==> src/rtl/pwr_seq_pkg.sv <==
package pwr_seq_pkg;

    localparam int unsigned NSRC    = 5;
    localparam int unsigned SRC_POR = 0;
    localparam int unsigned SRC_EXT = 1;
    localparam int unsigned SRC_SW  = 2;
    localparam int unsigned SRC_WDT = 3;
    localparam int unsigned SRC_SVD = 4;

    typedef enum logic [2:0] {
        ST_HOLD       = 3'd0,
        ST_RC_WAIT    = 3'd1,
        ST_SUP_DEF    = 3'd2,
        ST_REG_SETTLE = 3'd3,
        ST_MEM_INIT   = 3'd4,
        ST_USR_SETTLE = 3'd5,
        ST_USR_HOLD   = 3'd6,
        ST_RUN        = 3'd7
    } seq_state_e;

    // Minimum delay in cycles, rounded up, never below one cycle.
    function automatic int unsigned ns_to_cyc(input longint unsigned hz,
                                              input longint unsigned ns);
        longint unsigned prod;
        longint unsigned cyc;
        prod = hz * ns;
        cyc  = (prod + 64'd999_999_999) / 64'd1_000_000_000;
        if (cyc == 0) cyc = 1;
        return int'(cyc);
    endfunction

endpackage

==> src/rtl/pwr_seq_sync.sv <==
module pwr_seq_sync #(
    parameter int unsigned W      = 1,
    parameter int unsigned STAGES = 2
) (
    input  logic         clk,
    input  logic         arst_n,
    input  logic [W-1:0] d_i,
    output logic [W-1:0] q_o
);

    logic [W-1:0] stg_q [STAGES];

    for (genvar s = 0; s < STAGES; s++) begin : g_stage
        if (s == 0) begin : g_first
            always_ff @(posedge clk or negedge arst_n) begin
                if (!arst_n) stg_q[s] <= '0;
                else         stg_q[s] <= d_i;
            end
        end else begin : g_next
            always_ff @(posedge clk or negedge arst_n) begin
                if (!arst_n) stg_q[s] <= '0;
                else         stg_q[s] <= stg_q[s-1];
            end
        end
    end

    assign q_o = stg_q[STAGES-1];

endmodule

==> src/rtl/pwr_seq_timer.sv <==
module pwr_seq_timer #(
    parameter int unsigned CW = 8
) (
    input  logic          clk,
    input  logic          arst_n,
    input  logic          load_i,
    input  logic [CW-1:0] val_i,
    output logic          done_o
);

    logic [CW-1:0] cnt_d, cnt_q;

    always_comb begin
        cnt_d = cnt_q;
        if (load_i)            cnt_d = val_i;
        else if (cnt_q != '0)  cnt_d = cnt_q - 1'b1;
    end

    always_ff @(posedge clk or negedge arst_n) begin
        if (!arst_n) cnt_q <= '0;
        else         cnt_q <= cnt_d;
    end

    assign done_o = (cnt_q == '0);

endmodule

==> src/rtl/pwr_seq_cause.sv <==
module pwr_seq_cause #(
    parameter int unsigned N       = 5,
    parameter int unsigned POR_BIT = 0
) (
    input  logic         clk,
    input  logic         arst_n,
    input  logic [N-1:0] set_i,
    input  logic [N-1:0] clr_i,
    output logic [N-1:0] cause_o
);

    localparam logic [N-1:0] POR_ONLY = N'(1) << POR_BIT;

    logic [N-1:0] cause_d, cause_q;

    always_comb begin
        if (set_i[POR_BIT]) cause_d = POR_ONLY;
        else                cause_d = (cause_q & ~clr_i) | set_i;
    end

    always_ff @(posedge clk or negedge arst_n) begin
        if (!arst_n) cause_q <= POR_ONLY;
        else         cause_q <= cause_d;
    end

    assign cause_o = cause_q;

endmodule

==> src/rtl/pwr_seq_ctrl.sv <==
module pwr_seq_ctrl
    import pwr_seq_pkg::*;
#(
    parameter int unsigned     CLK_HZ      = 200_000_000,
    parameter int unsigned     TH_W        = 8,
    parameter logic [TH_W-1:0] TH_DEF      = 8'h20,
    parameter int unsigned     T_RC_NS     = 13_000,
    parameter int unsigned     T_REG_NS    = 15_000,
    parameter int unsigned     T_MEM_NS    = 150_000,
    parameter int unsigned     T_USR_NS    = 2_500,
    parameter int unsigned     SYNC_STAGES = 2
) (
    input  logic            clk,
    input  logic            arst_n,
    input  logic [NSRC-1:0] rst_req_i,
    input  logic            sup_ok_i,
    output logic [TH_W-1:0] sup_thr_o,
    output logic            cfg_req_o,
    input  logic            cfg_ack_i,
    input  logic [TH_W-1:0] cfg_thr_i,
    output logic            osc_en_o,
    output logic            reg_en_o,
    output logic            mem_init_o,
    output logic            core_rst_n_o,
    output logic            periph_rst_n_o,
    input  logic [NSRC-1:0] cause_clr_i,
    output logic [NSRC-1:0] cause_o
);

    localparam int unsigned CYC_RC  = ns_to_cyc(64'(CLK_HZ), 64'(T_RC_NS));
    localparam int unsigned CYC_REG = ns_to_cyc(64'(CLK_HZ), 64'(T_REG_NS));
    localparam int unsigned CYC_MEM = ns_to_cyc(64'(CLK_HZ), 64'(T_MEM_NS));
    localparam int unsigned CYC_USR = ns_to_cyc(64'(CLK_HZ), 64'(T_USR_NS));
    localparam int unsigned MAX_A   = (CYC_RC > CYC_REG) ? CYC_RC : CYC_REG;
    localparam int unsigned MAX_B   = (CYC_MEM > CYC_USR) ? CYC_MEM : CYC_USR;
    localparam int unsigned CYC_MAX = (MAX_A > MAX_B) ? MAX_A : MAX_B;
    localparam int unsigned CW      = $clog2(CYC_MAX + 1);

    localparam logic [CW-1:0] LD_RC  = CW'(CYC_RC  - 1);
    localparam logic [CW-1:0] LD_REG = CW'(CYC_REG - 1);
    localparam logic [CW-1:0] LD_MEM = CW'(CYC_MEM - 1);
    localparam logic [CW-1:0] LD_USR = CW'(CYC_USR - 1);

    typedef struct packed {
        seq_state_e      st;
        logic            got;
        logic            periph;
        logic [TH_W-1:0] usr;
    } ctl_t;

    ctl_t ctl_d, ctl_q;

    logic [NSRC-1:0] req_s;
    logic            ok_s;
    logic            tmr_load;
    logic [CW-1:0]   tmr_val;
    logic            tmr_done;
    logic            trig;
    logic            svd_drop;
    logic [NSRC-1:0] cause_set;

    pwr_seq_sync #(
        .W      (NSRC + 1),
        .STAGES (SYNC_STAGES)
    ) u_sync (
        .clk    (clk),
        .arst_n (arst_n),
        .d_i    ({sup_ok_i, rst_req_i}),
        .q_o    ({ok_s, req_s})
    );

    pwr_seq_timer #(
        .CW (CW)
    ) u_timer (
        .clk    (clk),
        .arst_n (arst_n),
        .load_i (tmr_load),
        .val_i  (tmr_val),
        .done_o (tmr_done)
    );

    always_comb begin
        trig     = |req_s;
        svd_drop = !ok_s && ((ctl_q.st == ST_REG_SETTLE) ||
                             (ctl_q.st == ST_MEM_INIT && !ctl_q.got) ||
                             (ctl_q.st == ST_RUN));
        cause_set = req_s;
        cause_set[SRC_SVD] = req_s[SRC_SVD] | svd_drop;
    end

    always_comb begin
        ctl_d    = ctl_q;
        tmr_load = 1'b0;
        tmr_val  = '0;
        if (trig || svd_drop) begin
            ctl_d.st     = ST_HOLD;
            ctl_d.got    = 1'b0;
            ctl_d.periph = 1'b0;
        end else begin
            unique case (ctl_q.st)
                ST_HOLD: begin
                    ctl_d.st = ST_RC_WAIT;
                    tmr_load = 1'b1;
                    tmr_val  = LD_RC;
                end
                ST_RC_WAIT: begin
                    if (tmr_done) ctl_d.st = ST_SUP_DEF;
                end
                ST_SUP_DEF: begin
                    if (ok_s) begin
                        ctl_d.st = ST_REG_SETTLE;
                        tmr_load = 1'b1;
                        tmr_val  = LD_REG;
                    end
                end
                ST_REG_SETTLE: begin
                    if (tmr_done) begin
                        ctl_d.st = ST_MEM_INIT;
                        tmr_load = 1'b1;
                        tmr_val  = LD_MEM;
                    end
                end
                ST_MEM_INIT: begin
                    if (cfg_ack_i && !ctl_q.got) begin
                        ctl_d.got = 1'b1;
                        ctl_d.usr = cfg_thr_i;
                    end
                    if (tmr_done && ctl_q.got) begin
                        ctl_d.st = ST_USR_SETTLE;
                        tmr_load = 1'b1;
                        tmr_val  = LD_USR;
                    end
                end
                ST_USR_SETTLE: begin
                    if (tmr_done) ctl_d.st = ok_s ? ST_RUN : ST_USR_HOLD;
                end
                ST_USR_HOLD: begin
                    if (ok_s) ctl_d.st = ST_RUN;
                end
                ST_RUN: begin
                    ctl_d.periph = 1'b1;
                end
                default: ctl_d.st = ST_HOLD;
            endcase
        end
    end

    always_ff @(posedge clk or negedge arst_n) begin
        if (!arst_n) begin
            ctl_q.st     <= ST_HOLD;
            ctl_q.got    <= 1'b0;
            ctl_q.periph <= 1'b0;
            ctl_q.usr    <= TH_DEF;
        end else begin
            ctl_q <= ctl_d;
        end
    end

    pwr_seq_cause #(
        .N       (NSRC),
        .POR_BIT (SRC_POR)
    ) u_cause (
        .clk     (clk),
        .arst_n  (arst_n),
        .set_i   (cause_set),
        .clr_i   (cause_clr_i),
        .cause_o (cause_o)
    );

    assign osc_en_o       = (ctl_q.st != ST_HOLD);
    assign reg_en_o       = (ctl_q.st == ST_REG_SETTLE) || (ctl_q.st == ST_MEM_INIT) ||
                            (ctl_q.st == ST_USR_SETTLE) || (ctl_q.st == ST_USR_HOLD) ||
                            (ctl_q.st == ST_RUN);
    assign mem_init_o     = (ctl_q.st == ST_MEM_INIT);
    assign cfg_req_o      = (ctl_q.st == ST_MEM_INIT) && !ctl_q.got;
    assign sup_thr_o      = ctl_q.got ? ctl_q.usr : TH_DEF;
    assign core_rst_n_o   = (ctl_q.st == ST_RUN);
    assign periph_rst_n_o = ctl_q.periph;

endmodule

==> config.mk <==
export PLATFORM = sky130hd
export DESIGN_NAME = pwr_seq_ctrl
export DESIGN_NICKNAME = d
export VERILOG_FILES = /design/src/rtl/pwr_seq_pkg.sv /design/src/rtl/pwr_seq_sync.sv /design/src/rtl/pwr_seq_timer.sv /design/src/rtl/pwr_seq_cause.sv /design/src/rtl/pwr_seq_ctrl.sv
export SDC_FILE = /design/constraint.sdc
export NUM_CORES = 1
export LEC_CHECK = 0
export ABC_CLOCK_PERIOD_IN_PS = 2450
export BUFFER_PORTS_ARGS = -buffer_cell sky130_fd_sc_hd__buf_4
export CORE_ASPECT_RATIO = 1.5
export CORE_UTILIZATION = 55
export DETAILED_ROUTE_END_ITERATION = 16
export PLACE_DENSITY = 0.79
export SLEW_MARGIN = 20
export SYNTH_ARGS = -nofsm -noshare
export SYNTH_HDL_FRONTEND = slang
export SYNTH_SLANG_ARGS = --single-unit
==> constraint.sdc <==
create_clock -name clk -period 2.45 [get_ports clk]
set_input_delay 0.3675 -clock clk [delete_from_list [all_inputs] [get_ports clk]]
set_output_delay 0.3675 -clock clk [all_outputs]
set_load 0.005 [all_outputs]
## Word-level counts from Yosys, hierarchy flattened

Cells that the tools add are included.

- Flip-flop bits (word level): 45
- Latch bits: 0
- Memory bits (writable): 0
- Memory bits (read-only): 0
- Bits of input ports: 22
- Output and inout bits: 19
- Word-level logic and storage cells: 79
- Memories: 0

- Add/subtract/negate cells: 1
- Multiply operators: 0
- Div/mod/pow operators: 0
- $lt $le $gt $ge: 0
- Equality and inequality tests: 13
- Shift-type cells: 0
- Multiplexer cells: 26
- Bitwise logic cells: 5
- Reduce and logical (&&, ||, !) cells: 26

Operator list:

| cell | number |
|---|---|
| $mux W15 | 4 |
| $pmux W15 S4 | 1 |
| $pmux W3 S7 | 1 |
| $mux W3 | 6 |
| $logic_not A15 Y1 | 1 |
| $reduce_bool A15 Y1 | 1 |
| $sub A15 B1 Y15 const B | 1 |
| $eq A3 B3 Y1 const B | 4 |
| $mux W12 | 1 |
| $mux W5 | 2 |
| $mux W9 | 1 |
| $ne A3 B2 Y1 const B | 3 |
| $mux W1 | 8 |
| $mux W8 | 1 |
| $reduce_bool A2 Y1 | 4 |
| $reduce_bool A8 Y1 | 1 |
| $logic_or A1 B1 Y1 | 7 |
| $reduce_and A7 Y1 | 1 |
| $eq A3 B2 Y1 const B | 2 |
| $ne A3 B3 Y1 const B | 2 |
| $and A5 B5 Y5 | 1 |
| $not A5 Y5 | 1 |
| $or A5 B5 Y5 | 1 |
| $reduce_or A5 Y1 | 1 |
| other kinds (11) | 15 |

## Logic depth before layout (Yosys ltp)

- Depth after elaboration: 8
- Depth in mapped cells: 8
- Depth with buffers taken out: 7

## By module

A second synthesis with hierarchy kept.

- Cells, all modules: 193
- Area, all modules: 2139.6 um2

Modules (own cells, without submodules):

| module | times used | cells each | area an instance (um2) | sequential area each (um2) |
|---|---|---|---|---|
| pwr_seq_timer | 1 | 79 | 829.5 | 375.4 |
| pwr_seq_ctrl | 1 | 77 | 767.0 | 326.6 |
| pwr_seq_sync | 1 | 18 | 345.3 | 300.3 |
| pwr_seq_cause | 1 | 19 | 197.7 | 126.4 |

## Least setup slack after synthesis

No wires, ideal clock.

- Path kind: register to register
- From: register ctl_q[11] in the netlist's numbering
- To: register ctl_q[0] in the netlist's numbering
- Setup time: 0.125 ns
- Data arrival time: 1.932 ns
- Required time: 2.325 ns
- Path slack: 0.393 ns
- Cell stages (with the launch flop): 9
- Buffers on the path: 1
- Path through: dfrtp_1 -> inv_1 -> ha_1 -> and3b_1 -> o22a_2 -> nor2_4 -> and3_1 -> buf_4 -> mux2_2

- Word-level cells in the longest chain between the ends: 8

RTL lines:

| what | line | source |
|---|---|---|
| from (decl) | pwr_seq_ctrl.sv:51 | `ctl_t ctl_d, ctl_q;` |
| from (signal assigned) | pwr_seq_ctrl.sv:155 | `ctl_q <= ctl_d;` |
| $eq A3 B3 Y1 | -- |  |
| $logic_and A1 B1 Y1 | -- |  |
| net cfg_req_o | pwr_seq_ctrl.sv:18 | `output logic cfg_req_o,` |
| $logic_or A1 B1 Y1 | pwr_seq_ctrl.sv:84 | `svd_drop = !ok_s && ((ctl_q.st == ST_REG_SETTLE) \|\|` |
| $logic_or A1 B1 Y1 | pwr_seq_ctrl.sv:85 | `(ctl_q.st == ST_MEM_INIT && !ctl_q.got) \|\|` |
| $logic_and A1 B1 Y1 | pwr_seq_ctrl.sv:84 |  |
| $logic_or A1 B1 Y1 | pwr_seq_ctrl.sv:95 | `if (trig \|\| svd_drop) begin` |
| $not A1 Y1 (no line) | -- |  |
| $reduce_and A3 Y1 (no line) | -- |  |

The timed path passes the listed nets, and every way through them passes these cells.
A chain may end at the register's enable or synchronous reset.

## Worst setup path in the final report

- From: register ctl_q[11] in the netlist's numbering
- To: register ctl_q[7] in the netlist's numbering

- Word-level cells in the longest chain between the ends: 8

RTL lines:

| what | line |
|---|---|
| $eq A3 B3 Y1 | pwr_seq_ctrl.sv:85, pwr_seq_ctrl.sv:100 |
| $logic_and A1 B1 Y1 | pwr_seq_ctrl.sv:85 |
| $logic_or A1 B1 Y1 | pwr_seq_ctrl.sv:84 |
| $logic_or A1 B1 Y1 | pwr_seq_ctrl.sv:85 |
| $logic_and A1 B1 Y1 | pwr_seq_ctrl.sv:84 |
| $logic_or A1 B1 Y1 | pwr_seq_ctrl.sv:95 |
| $not A1 Y1 (no line) | -- |
| $reduce_and A3 Y1 (no line) * | -- |

Every way passes the cells marked *; elsewhere a longest branch is shown, timed or not.

==> metrics.md <==
| Metric | Value |
|---|---|
| Outcome | `complete, no violations` |
| Number of flops mapped to enable cells by yosys | `0` |
| Number of warnings reported in the yosys synthesis log | `0` |
| Layout Area Growth over Synthesis | `21.6%` |
| Initial antenna violation count | `0` |
| Worst slack at placement | `between 100 and 150 ps` |
| Data required time at the worst endpoint | `2640 ps` |
| Final cell count without fillers | `~300` |
| Drc violations | `0` |
| Fraction of layout instances using a drive strength above 1 | `0.306` |
| Number of standard cells after synthesis | `just over 200` |
| Met1 GRT Util | `0.284` |
| Worst-path fanout max | `8` |
| R2R Path Start | `ctl_q[11]$_DFFE_PN0P_` |
| Layer carrying the most global-route usage | `met2` |
| Detailed-route wire length per cell | `15.4 um` |
| Logic depth of the worst register-to-register path | `6` |
| Average cell area after synthesis | `10.7 sq um` |
| Total number of nets in the final design | `278` |
| Critical Path End Type | `register` |
| Post-placement cell area | `approximately 2500 sq um` |
| Max cap viols | `0` |
| Achievable frequency | `0.438 GHz` |
| Number of hold buffers added after cts | `0` |
| Async SR Flop Fraction | `1.00` |
| Post-CTS Setup Repair Bufs | `0` |
| Antenna diode count | `0` |
| Via count of the first global-routing pass | `1673` |
| Via density per instance | `5.60` |
| Hold WC Path Type | `in2async` |
| Root buffer selected by CTS | `sky130_fd_sc_hd__clkbuf_8` |
| Post-Route Hold Slack | `51.5 ps` |
| IO Count | `between 40 and 50` |
| CP Launch Type | `register` |
| Routed vias | `around 1700` |
| Count of port buffers added during placement | `40` |
| Number of antenna-violating nets in the routed design | `0` |
| Fin Setup TNS | `0 ps` |
| Die extent in y | `78.9 um` |
| Remaining Overflow, GRT | `0` |
| Total nets after synthesis | `~230` |
| DR pass1 iterations | `4` |
| Storage cell area | `around 1100 sq um` |
| Worst R2R Setup Slack | `170 ps` |
| Core area | `3720 sq um` |
| Die width | `53.3 um` |
| Type of the setup path with the least slack | `reg2reg` |
| Longest Clk Path Bufs | `2` |
| Global-route wire length before repair | `7550 um` |
| Clock tree from TritonCTS | `yes` |
| Endpoints failing hold | `0` |
| Most used flip-flop cell after synthesis | `sky130_fd_sc_hd__dfrtp_1` |
| Starting density of the core | `0.584` |
| Pwr Density | `~670 nW/um^2` |
| Tightest Pin Transition | `approximately 550 ps` |
| Half-perimeter wire length of the detailed placement result | `3440 um` |
| Met2 track utilization from global routing | `0.429` |
| Total die area | `4210 sq um` |
| Total routing usage reported by global routing | `0.249` |
| Maximum vdd drop | `approximately 0.57 mV` |
| Gates resized, CTS repair | `0` |
| Synthesized area | `2170 sq um` |
| Count of unique library cells instantiated by Yosys | `53` |
| Number of H-tree levels | `2` |
| Inst Count DP | `~290` |
| Arrival time at the worst endpoint | `approximately 2500 ps` |
| Leakage power summed over all cells | `1.23 nW` |
| Final critical path time including I/O delays and setup | `2280 ps` |
| Initial DRC Count | `32` |
| Max-slew headroom | `0.630` |
| Post-synthesis sequential element count | `45` |
| Worst Clk Skew | `approximately 11 ps` |
| Slew Viols, Final | `0` |
| Combined area of the multi-input logic cells | `970 sq um` |
| # rows | `27` |
| Worst r2r dst | `ctl_q[7]$_DFFE_PN0P_` |
| Number of buffers added by the clock tree synthesis step | `5` |
| Share of the yosys chip area belonging to registers | `0.520` |
| Post-route design area | `2640 sq um` |
| Setup WS post-layout | `165 ps` |
| Filler Cells Inserted | `293` |
| Crit share post-route | `0.933` |
| Detailed-route wire length | `approximately 4500 um` |
| Clock latency of the later-clocked register in the worst-skew pair | `310 ps` |
| Met3 routing resource usage after global routing | `0.0613` |
| Unrepaired setup endpoints after global routing | `no` |
| # setup viols final | `0` |
| Largest net degree at the start of global routing | `46` |
| Clock-pin slew on the worst setup and hold paths | `80 ps` |
| Clock Sink Count | `45` |
| Final GP Congestion | `0.808` |
==> how the worst max path moves through the flow <==
stage	startpoint	endpoint	slack, ps
floorplan	ctl_q[11]$_DFFE_PN0P_	ctl_q[0]$_DFFE_PN0P_	390
global placement	ctl_q[11]$_DFFE_PN0P_	ctl_q[0]$_DFFE_PN0P_	190
detailed placement	ctl_q[11]$_DFFE_PN0P_	ctl_q[7]$_DFFE_PN0P_	150
CTS	ctl_q[11]$_DFFE_PN0P_	ctl_q[7]$_DFFE_PN0P_	140
global route	ctl_q[10]$_DFFE_PN0P_	reg_en_o	50
finish	ctl_q[11]$_DFFE_PN0P_	ctl_q[7]$_DFFE_PN0P_	170
==> critical path, cell delays in order (launching register included) <==
cell and delay [ps]:
sky130_fd_sc_hd__dfrtp_1 450, sky130_fd_sc_hd__ha_1 260, sky130_fd_sc_hd__or2_2 300, sky130_fd_sc_hd__o22a_2 240, sky130_fd_sc_hd__nor2_4 160, sky130_fd_sc_hd__and3_1 380
sky130_fd_sc_hd__mux2_2 380
==> kinds of logic after synthesis <==
logic type                 Yosys count  synth area share
buffers and inverters               16            0.0334
and+or+nand+nor                     77             0.210
xor gates and xnor gates             9            0.0363
muxes                               10            0.0507
adders and majority gates            5            0.0288
AOI/OAI and AO/OA                   40             0.120
DFF                                 45             0.520
==> layer usage <==
metal  part of all wire  up-vias  routed length (um)
li1                   -      803                   -
met1               0.40      793                1820
met2               0.53       46                2390
met3              0.049       11                 220
met4              0.024        0                 110
met5                  0        -                   0
==> metrics by stage <==
step | utilization | total power [mW]
2_1_floorplan | - | 1.16
3_5_place_dp | 0.684 | 1.29
3_3_place_gp | 0.684 | 1.28
4_1_cts | 0.710 | 1.77
5_1_grt | 0.710 | 1.86
6_report | 0.710 | 1.76
==> cells in the final DEF (no fill, tap or decap), types with 2 or more instances in the layout <==
cell type | Yosys | final
sky130_fd_sc_hd__nor2_1 | 17 | 17
sky130_fd_sc_hd__clkbuf_8 | 0 | 6
sky130_fd_sc_hd__nor4_1 | 2 | 2
sky130_fd_sc_hd__dfrtp_1 | 43 | 43
sky130_fd_sc_hd__dfstp_2 | 2 | 2
sky130_fd_sc_hd__and2_1 | 8 | 8
sky130_fd_sc_hd__buf_4 | 1 | 46
sky130_fd_sc_hd__a21oi_1 | 11 | 11
sky130_fd_sc_hd__xor2_1 | 4 | 4
sky130_fd_sc_hd__nand4_1 | 2 | 2
sky130_fd_sc_hd__mux2_2 | 8 | 8
sky130_fd_sc_hd__ha_1 | 5 | 5
sky130_fd_sc_hd__inv_1 | 12 | 12
sky130_fd_sc_hd__nand2_1 | 12 | 12
sky130_fd_sc_hd__o211ai_1 | 4 | 4
sky130_fd_sc_hd__mux2i_1 | 2 | 2
sky130_fd_sc_hd__nand2b_1 | 4 | 4
sky130_fd_sc_hd__o21ai_0 | 14 | 14
sky130_fd_sc_hd__nor3_1 | 4 | 4
sky130_fd_sc_hd__and3_1 | 2 | 2
sky130_fd_sc_hd__or2_2 | 2 | 2
sky130_fd_sc_hd__xnor2_1 | 5 | 5
sky130_fd_sc_hd__nand3_1 | 7 | 7
==> area by class of cell <==
class | instances | area share
multi-input combinational | 141 | 0.367
tap | 43 | 0.0204
sequential | 45 | 0.428
clock inverter | 2 | 0.00522
timing repair buffer | 46 | 0.131
clock buffer | 6 | 0.0313
inverter | 12 | 0.0171
==> cells in the mapped netlist (all sizes together), types with 2 or more instances <==
cell type  instances  area, sq um
buf                3         23.8
xnor2              5         43.8
nand3              7         35.0
a21oi             11         55.1
dfstp              2         52.6
mux2               8         90.1
nand4              2         12.5
or4                2         18.8
and2               9         57.6
ha                 5         62.6
dfrtp             43         1080
o21ai             14         70.1
inv               12         45.0
or2                2         12.5
nor3               4         20.0
nor3b              2         20.0
nand2             12         45.0
a211oi             2         20.0
and3               2         12.5
xor2               4         35.0
o211ai             5         42.5
nor4               4         46.3
nand2b             4         25.0
mux2i              2         20.0
nor2              18         75.1
==> state kept, by name, summed over array words and instances (netlist names) <==
signal and flops:
u_timer.cnt_q 15, u_sync.q_o 6, periph_rst_n_o 1, u_cause.cause_o 5, u_sync.stg_q 6, ctl_q 12
==> power by group <==
part,leakage [nW],internal (mW),switching (mW)
Clock,0.0512,0.229,0.250
Sequential,0.563,0.842,0.120
Combinational,0.617,0.159,0.159
Power figures use the tool's default switching activity.
